### config.mk
export PLATFORM = sky130hd
export DESIGN_NAME = vcmd_port
export DESIGN_NICKNAME = d
export VERILOG_FILES = /design/src/rtl/vcmd_pkg.sv /design/src/rtl/vcmd_regfile.sv /design/src/rtl/vcmd_access.sv /design/src/rtl/vcmd_dma_gate.sv /design/src/rtl/vcmd_port.sv
export SDC_FILE = /design/constraint.sdc
export NUM_CORES = 1
export LEC_CHECK = 0
export CORE_AREA = 10 10 111 113
export DETAILED_ROUTE_END_ITERATION = 10
export DIE_AREA = 0 0 121 123
export PLACE_DENSITY = 0.72
export SYNTH_ARGS = -nofsm -noshare
export SYNTH_HDL_FRONTEND = slang
export SYNTH_SLANG_ARGS = --single-unit
### constraint.sdc
create_clock -name clk -period 1.95 [get_ports clk]
set_clock_uncertainty 0.05 [all_clocks]
set_input_delay 0.39 -clock clk [delete_from_list [all_inputs] [get_ports clk]]
set_output_delay 0.39 -clock clk [all_outputs]
set_load 0.005 [all_outputs]
### src/rtl/vcmd_pkg.sv
// Shared types for the control-port decoder: target encoding and code decode.
// Assumes code bits 3:0 alone select target and direction.
package vcmd_pkg;
    typedef enum logic [1:0] {
        TGT_PAT  = 2'd0,
        TGT_COL  = 2'd1,
        TGT_SCR  = 2'd2,
        TGT_NONE = 2'd3
    } tgt_e;

    typedef struct packed {
        tgt_e target;
        logic wr;
    } acc_t;

    function automatic acc_t decode_code(input logic [3:0] c);
        acc_t r;
        unique case (c)
            4'b0001: r = '{TGT_PAT,  1'b1};
            4'b0011: r = '{TGT_COL,  1'b1};
            4'b0101: r = '{TGT_SCR,  1'b1};
            4'b0000: r = '{TGT_PAT,  1'b0};
            4'b0100: r = '{TGT_SCR,  1'b0};
            4'b1000: r = '{TGT_COL,  1'b0};
            default: r = '{TGT_NONE, 1'b0};
        endcase
        return r;
    endfunction
endpackage

### src/rtl/vcmd_regfile.sv
// Internal 8-bit register file. Writes whose index is at or above NUM_REGS
// are dropped. Assumes the index field is IDX_W bits wide and NUM_REGS <= 2**IDX_W.
module vcmd_regfile #(
    parameter int NUM_REGS = 24,
    parameter int IDX_W    = 5,
    parameter int DW       = 8
) (
    input  logic                   clk,
    input  logic                   rst_n,
    input  logic                   we,
    input  logic [IDX_W-1:0]       idx,
    input  logic [DW-1:0]          wdata,
    output logic [NUM_REGS*DW-1:0] regs_flat
);
    localparam int IDX_LIM = NUM_REGS;

    logic in_range;
    // Qualify the index against the implemented register count.
    always_comb in_range = (32'(idx) < IDX_LIM);

    for (genvar g = 0; g < NUM_REGS; g++) begin : g_reg
        logic [DW-1:0] q;
        // One register: load on a matching in-range write.
        always_ff @(posedge clk) begin
            if (!rst_n)
                q <= '0;
            else if (we && in_range && (32'(idx) == g))
                q <= wdata;
        end
        assign regs_flat[g*DW +: DW] = q;
    end

    a_r3_ignore_high_index: assert property (@(posedge clk) disable iff (!rst_n)
        (we && (32'(idx) >= IDX_LIM)) |=> $stable(regs_flat));
endmodule

### src/rtl/vcmd_access.sv
// Two-word access setup: holds the pending mark, the 6-bit code and the
// access address, and advances the address on data-port accesses.
// Assumes the top level decides which control writes are register writes.
module vcmd_access #(
    parameter int AW   = 16,
    parameter int CW   = 6,
    parameter int STEP = 8
) (
    input  logic            clk,
    input  logic            rst_n,
    input  logic            ctl_wr,
    input  logic [15:0]     ctl_data,
    input  logic            reg_wr,
    input  logic            data_acc,
    input  logic            stat_rd,
    input  logic [STEP-1:0] step,
    output logic            pending,
    output logic            sec_stb,
    output logic [AW-1:0]   addr,
    output logic [CW-1:0]   code
);
    localparam int LOW_AW = AW - 2;

    logic first_stb;
    // Classify the current control write.
    always_comb begin
        sec_stb   = ctl_wr && pending;
        first_stb = ctl_wr && !pending && !reg_wr;
    end

    // Pending mark: set by a first word, cleared by a second word or port access.
    always_ff @(posedge clk) begin
        if (!rst_n)
            pending <= 1'b0;
        else if (first_stb)
            pending <= 1'b1;
        else if (sec_stb || (!ctl_wr && (data_acc || stat_rd)))
            pending <= 1'b0;
    end

    // Address and code assembly, plus auto-increment on data accesses.
    always_ff @(posedge clk) begin
        if (!rst_n) begin
            addr <= '0;
            code <= '0;
        end else if (first_stb) begin
            addr[LOW_AW-1:0] <= ctl_data[LOW_AW-1:0];
            code[1:0]        <= ctl_data[15:14];
        end else if (sec_stb) begin
            addr[AW-1:LOW_AW] <= ctl_data[1:0];
            code[CW-1:2]      <= ctl_data[7:4];
        end else if (data_acc) begin
            addr <= addr + AW'(step);
        end
    end

    a_r4_second_clears: assert property (@(posedge clk) disable iff (!rst_n)
        (pending && ctl_wr) |=> !pending);
    a_r6_access_cancels: assert property (@(posedge clk) disable iff (!rst_n)
        (!ctl_wr && (data_acc || stat_rd)) |=> !pending);
    a_r7_step: assert property (@(posedge clk) disable iff (!rst_n)
        (!ctl_wr && data_acc) |=> (addr == $past(addr) + AW'($past(step))));
endmodule

### src/rtl/vcmd_dma_gate.sv
// DMA request gating and busy tracking. A request is issued only when the
// enable bit is set; busy holds until the engine reports completion.
module vcmd_dma_gate (
    input  logic clk,
    input  logic rst_n,
    input  logic sec_stb,
    input  logic dma_bit,
    input  logic enable,
    input  logic dma_done,
    output logic dma_req,
    output logic busy
);
    logic fire;
    // A second word asking for DMA while enabled fires a request.
    always_comb fire = sec_stb && dma_bit && enable;

    // Request pulse and busy flag.
    always_ff @(posedge clk) begin
        if (!rst_n) begin
            dma_req <= 1'b0;
            busy    <= 1'b0;
        end else begin
            dma_req <= fire;
            if (fire)
                busy <= 1'b1;
            else if (dma_done)
                busy <= 1'b0;
        end
    end

    a_r9_needs_enable: assert property (@(posedge clk) disable iff (!rst_n)
        dma_req |-> $past(enable));
    a_r8_busy_with_req: assert property (@(posedge clk) disable iff (!rst_n)
        dma_req |-> busy);
    a_r8_single_pulse: assert property (@(posedge clk) disable iff (!rst_n)
        dma_req |=> !dma_req);
    a_r10_fall_on_done: assert property (@(posedge clk) disable iff (!rst_n)
        $fell(busy) |-> $past(dma_done));
endmodule

### src/rtl/vcmd_port.sv
// Control-port decoder top: splits register writes from access setups,
// exposes the register file and the assembled access, gates DMA requests
// and forms the status word. Assumes one port strobe per cycle.
module vcmd_port #(
    parameter int NUM_REGS = 24
) (
    input  logic        clk,
    input  logic        rst_n,
    input  logic        ctl_wr,
    input  logic [15:0] ctl_data,
    input  logic        stat_rd,
    input  logic        data_acc,
    input  logic        dma_done,
    output logic [15:0] status_word,
    output logic [1:0]  acc_target,
    output logic        acc_write,
    output logic [15:0] acc_addr,
    output logic        dma_req,
    output logic [7:0]  mode_a,
    output logic [7:0]  mode_b,
    output logic [7:0]  addr_step,
    output logic [15:0] dma_len,
    output logic [23:0] dma_src
);
    import vcmd_pkg::*;

    localparam int DW       = 8;
    localparam int IDX_W    = 5;
    localparam int R_MODE_A = 0;
    localparam int R_MODE_B = 1;
    localparam int R_STEP   = 15;
    localparam int R_LEN    = 19;
    localparam int R_SRC    = 21;
    localparam int EN_BIT   = 4;

    logic [NUM_REGS*DW-1:0] regs_flat;
    logic                   pending, sec_stb, reg_wr, busy;
    logic [5:0]             code;
    acc_t                   acc;

    // Register write: top bits 10 with no setup pending.
    always_comb reg_wr = ctl_wr && !pending && (ctl_data[15:14] == 2'b10);

    vcmd_regfile #(.NUM_REGS(NUM_REGS), .IDX_W(IDX_W), .DW(DW)) u_regs (
        .clk(clk), .rst_n(rst_n), .we(reg_wr), .idx(ctl_data[12:8]),
        .wdata(ctl_data[7:0]), .regs_flat(regs_flat)
    );

    vcmd_access #(.AW(16), .CW(6), .STEP(DW)) u_acc (
        .clk(clk), .rst_n(rst_n), .ctl_wr(ctl_wr), .ctl_data(ctl_data),
        .reg_wr(reg_wr), .data_acc(data_acc), .stat_rd(stat_rd),
        .step(addr_step), .pending(pending), .sec_stb(sec_stb),
        .addr(acc_addr), .code(code)
    );

    vcmd_dma_gate u_dma (
        .clk(clk), .rst_n(rst_n), .sec_stb(sec_stb), .dma_bit(ctl_data[7]),
        .enable(mode_b[EN_BIT]), .dma_done(dma_done),
        .dma_req(dma_req), .busy(busy)
    );

    // Register views and decoded access.
    always_comb begin
        mode_a      = regs_flat[R_MODE_A*DW +: DW];
        mode_b      = regs_flat[R_MODE_B*DW +: DW];
        addr_step   = regs_flat[R_STEP*DW +: DW];
        dma_len     = regs_flat[R_LEN*DW +: 2*DW];
        dma_src     = regs_flat[R_SRC*DW +: 3*DW];
        acc         = decode_code(code[3:0]);
        acc_target  = acc.target;
        acc_write   = acc.wr;
        status_word = {14'd0, busy, 1'b0};
    end

    a_r5_write_has_target: assert property (@(posedge clk) disable iff (!rst_n)
        acc_write |-> (acc_target != TGT_NONE));
    a_r2_second_not_reg: assert property (@(posedge clk) disable iff (!rst_n)
        (sec_stb && ctl_data[15:14] == 2'b10 && ctl_data[12:8] == 5'd0) |=> $stable(mode_a));
endmodule

* After elaboration in Yosys (flattened, before gate mapping) *
Cells that the tools add are included.

word-level totals
  register bits after elaboration = 87
  output and inout bits = 100
  logic and storage cells = 71

cells by class
  $add $sub $neg = 1
  magnitude comparators = 1
  equal/unequal tests = 14
  muxes and demuxes = 9
  bitwise logic cells = 1
  reduce and logical (&&, ||, !) cells = 30

operator list
  kind                                                 number
  2-to-1 mux 14 bit                                    2
  equality test 5 bit, second input constant           5
  case mux 3 bit (6 select lines)                      1
  adder 16 x 8 -> 16 bit                               1
  logical AND 1 bit                                    16
  2-to-1 mux 16 bit                                    1
  equality test 4 x 3 -> 1 bit, second input constant  2
  nonzero test 2 bit                                   4
  AND reduction 2 bit                                  3
  equality test 5 x 1 -> 1 bit, second input constant  1
  equality test 5 x 4 -> 1 bit, second input constant  1
  logical NOT 5 bit                                    1
  < comparator 5 bit, second input constant            1
  equality test 4 x 1 -> 1 bit, second input constant  1
  equality test 4 x 2 -> 1 bit, second input constant  1
  equality test 4 bit, second input constant           1
  logical NOT 4 bit                                    1
  2-to-1 mux 1 bit                                     4
  logical NOT 1 bit                                    3
  equality test 2 bit, second input constant           1
  logical OR 1 bit                                     2
  2-to-1 mux 2 bit                                     1
  inequality test 2 bit, second input constant         1
  inverter 1 bit                                       1

* Logic depth before layout (Yosys ltp) *
  depth in word-level cells = 7
  mapped depth = 7
  depth with buffers taken out = 7

* Cells and area by module *
A second synthesis with hierarchy kept.

second synthesis, totals
  cells, all modules = 886
  area, all modules = 8719.6 um^2

by module, submodules not included
  module         instances  cells an instance  area an instance (um^2)  seq. area each (um^2)
  vcmd_regfile   1          665                6969.2                   3843.7
  vcmd_access    1          193                1521.5                   460.4
  vcmd_port      1          23                 165.2                    0.0
  vcmd_dma_gate  1          5                  63.8                     40.0

* Least setup slack after synthesis *
Ideal clock, no wire load.

  path type = register -> register
  start point = register u_acc.addr[0]
  end point = register u_acc.addr[10]
  library setup time = 120 ps
  arrival = 1931 ps
  setup slack = -151 ps
  stages on the path, launching flop included = 8
  buffers on the path = 0
  period minus slack after synthesis = 2101 ps
  cells stage by stage = dfxtp_1 > ha_1 > fa_1 > a21oi_1 > o21ai_1 > o22ai_1 > nor4_1 > o31a_1

between the ends
  cells in the longest elaborated chain, start to end = 4

ends and longest elaborated chain
  what                             line               source
  start, declared                  vcmd_access.sv:19  output logic [AW-1:0] addr,
  start signal, assigned by index  vcmd_access.sv:47  addr[LOW_AW-1:0] <= ctl_data[LOW_AW-1:0];
  start signal, assigned by index  vcmd_access.sv:50  addr[AW-1:LOW_AW] <= ctl_data[1:0];
  start signal, assigned           vcmd_access.sv:53  addr <= addr + AW'(step);
  adder 16 x 8 -> 16 bit           vcmd_access.sv:53
  2-to-1 mux 16 bit                vcmd_access.sv:52  end else if (data_acc) begin
  2-to-1 mux 14 bit                vcmd_access.sv:49  end else if (sec_stb) begin
  2-to-1 mux 14 bit                vcmd_access.sv:46  end else if (first_stb) begin

Every way passes these cells. The select of a mux whose other input is x is not followed.
A chain may end at the register's enable or synchronous reset.

* Worst setup path in the final report *
  start point = register u_acc.addr[4]
  end point = register u_acc.addr[9]

Same word-level chain as after synthesis.

==> flow_summary.yaml <==
die:
  die-width_um: 121
  core_um2: 10100
  dieArea_um2: 14900
  rows: 37
  start_util: 0.390
  num_io_pins: 122
  die_h_um: 123
final_layout:
  fin_util: 0.597
  num-nets-final: 629
  finalInstanceArea_um2: 6050
  final_cell_mix: "clkdlybuf4s50_1 (100), dfxtp_1 (77), buf_4 (66)"
  layoutNonFillerInstCount: 738
  layout_commonest_cell: "clkdlybuf4s50_1"
  syn2layout_area_growth_pct: 53.0
  drive_above_1_share: 0.219
  num_antenna_cells: 0
global_route:
  grt_use_total: 0.170
  antenna_found_initial: 1
  grt_max_degree: 27
  grt_overflow_total: 0
  grt_pass1_wl_um: 20100
  grt_pass1_vias: 3740
pwr:
  p_per_area_nw_per_um2: 643
  switchingPower_mw: 0.957
  p_leak_nw: 2.57
  combinationalPowerShare: 0.139
  swShare: 0.246
  pwr-share-seq: 0.476
  intPower_mw: 2.94
  p_clk_frac: 0.385
  p_total_mw: 3.89
  vdd.ir_drop.worst_mv: 0.379
run_status:
  violations: "setup timing"
  status: "complete, but fails checks"
sta:
  tns_ns: -0.195
  setup_violations: 6
  slew_viol_final: 0
  hold_viol_final: 0
  post-route-period-util: 1.04
  max_slew_margin: 0.617
  worstMarginPinSlew_ns: 0.572
  whs_ns: 0.407
  rsz0062_at_grt: "true"
  fmax_mhz: 495
  period_minus_slack_ns: 2.02
  fin_ws_ns: -0.0689
critical_path:
  critPathRequiredTime_ns: 2.17
  arrival_ns: 2.24
  path_cells: "ha_4 -> nand2_4 -> o31ai_4 -> a41oi_4 -> or4_1 -> a31oi_1"
  slowest_delay_ns: 0.56
  slowest_stage: "or4_1"
  cp_num_buf_inv: 0
  cp-start-kind: "flip-flop"
  critical_path.max_fanout: 4
  critPathCaptureType: "flip-flop"
  cp_top_family: "compound AO/OA/AOI/OAI gates"
  crit_type: "flip-flop to flip-flop"
cts:
  htree_num_levels: 3
  cts_tree: "done"
  root_buffer: "clkbuf_8"
  cts_sinks: 87
  clkTransAtPathRegs_ns: 0.09
  clkLatencyLatePin_ns: 0.34
  clk_path_buf_depth: 2
  hold_buffers: 0
  cts_made_buffers: 9
place:
  numPortBuffers: 106
  place_congestion: 0.894
  dp_hpwl_um: 9530
  dpl.cell_count: 715
  place_ws_ns: -0.396
  placed_cell_area_um2: 5580
routing:
  detail_route.wl_per_cell_um: 17.6
  vias: 3742
  remaining_drc_errors: 0
  routed_wl_um: 13000
  routed_via_density: 5.07
  dr.pass1.iters: 5
  drtIter0Drc: 182
  final_antenna_net_count: 0
synthesis:
  synth_seq_cells: 87
  synth_edf_count: 0
  netlist_instances: 438
  ys.flop_type: "dfxtp_1"
  syn-cell-area_um2: 3960
  ys_types: 54
  yosysSeqAreaShare: 0.440
  ys_warn_count: 0
  async_flop_share: 0
  syn_area_per_cell_um2: 9.03
worst_hold_path:
  hp-class: "flip-flop to flip-flop"
run:
  maxCapViolations: 0
## synthesized netlist by cell type (all sizes together), types with 3 or more instances
| library cell | number | area (um2) |
|---|---|---|
| a31oi | 7 | 43.8 |
| a22oi | 5 | 37.5 |
| nand2b | 3 | 18.8 |
| clkbuf | 22 | 82.6 |
| nor4 | 3 | 40.0 |
| or4 | 9 | 71.3 |
| buf | 23 | 164 |
| o21ai | 10 | 50.1 |
| nand2 | 48 | 180 |
| o211ai | 6 | 45.0 |
| a21oi | 28 | 140 |
| inv | 5 | 18.8 |
| or3 | 4 | 25.0 |
| xor2 | 3 | 26.3 |
| nor2 | 65 | 246 |
| dfxtp | 87 | 1740 |
| nand3 | 6 | 30.0 |
| mux2i | 57 | 571 |
| or2 | 4 | 25.0 |
| ha | 8 | 100 |
## state kept, by name, indices dropped and copies added, names as in the netlist
name	flops
u_dma.busy	1
u_dma.dma_req	1
u_regs.g.q	64
u_acc.addr	16
u_acc.code	4
u_acc.pending	1
## logic make-up (layout without fill, tap and decap cells)
family / after synthesis / in the layout / share of synthesized area
AOI/OAI and AO/OA: 75 / 75 / 0.120
DFF: 87 / 87 / 0.440
muxes: 57 / 57 / 0.144
other: 1 / 15 / 0.000948
buffers and inverters: 50 / 200 / 0.0670
and+or+nand+nor: 154 / 154 / 0.186
adders and majority gates: 9 / 9 / 0.0304
xor gates and xnor gates: 5 / 5 / 0.0111
## power groups by stage
stage               clock [mW]  combinational, mW  sequential, mW
floorplan                    0              0.233            1.89
global placement             0              0.497            1.88
detailed placement           0              0.511            1.89
CTS                       1.53              0.533            1.85
global route              1.60              0.585            1.86
finish                    1.50              0.541            1.85
## worst paths after layout
path / startpoint / endpoint / slack, ns / cells after the start
setup / recovery: u_acc.addr[4] / u_acc.addr[9] / -0.07 / 6
hold / removal: u_regs.g_reg[0].q[3] / u_regs.g_reg[0].q[3] / 0.41 / 2
setup reg to reg: u_acc.addr[4] / u_acc.addr[9] / -0.07 / 6
hold reg to reg: u_regs.g_reg[0].q[3] / u_regs.g_reg[0].q[3] / 0.41 / 2
## metal layers
layer  GRT usage  vias up  wire, um
met5           0        -         9
met4      0.0392        2       142
met3      0.0720       15      1420
li1            -     1812         -
met2       0.282      159      6170
met1       0.201     1754      5250
## final cells by class
class,count,area [um2]
repair buffers,180,1690
clock buffers,10,128
well taps,136,170
clock inverters,5,106
multi-input cells,315,2180
inverters,5,18.8
flip-flops and latches,87,1760
fillers,871,4080
## tightest hold or removal path, stage by stage (launching register included)
cell     delay [ns]
dfxtp_1        0.32
nand2_1        0.05
a21oi_1        0.05
## what timing repair did
item,CTS,global route
resized for setup,29,15
setup endpoints to repair,17,65
cloned,0,0
buffers inserted,7,1
pin swaps,12,5
(Power assumes the default switching activity.)
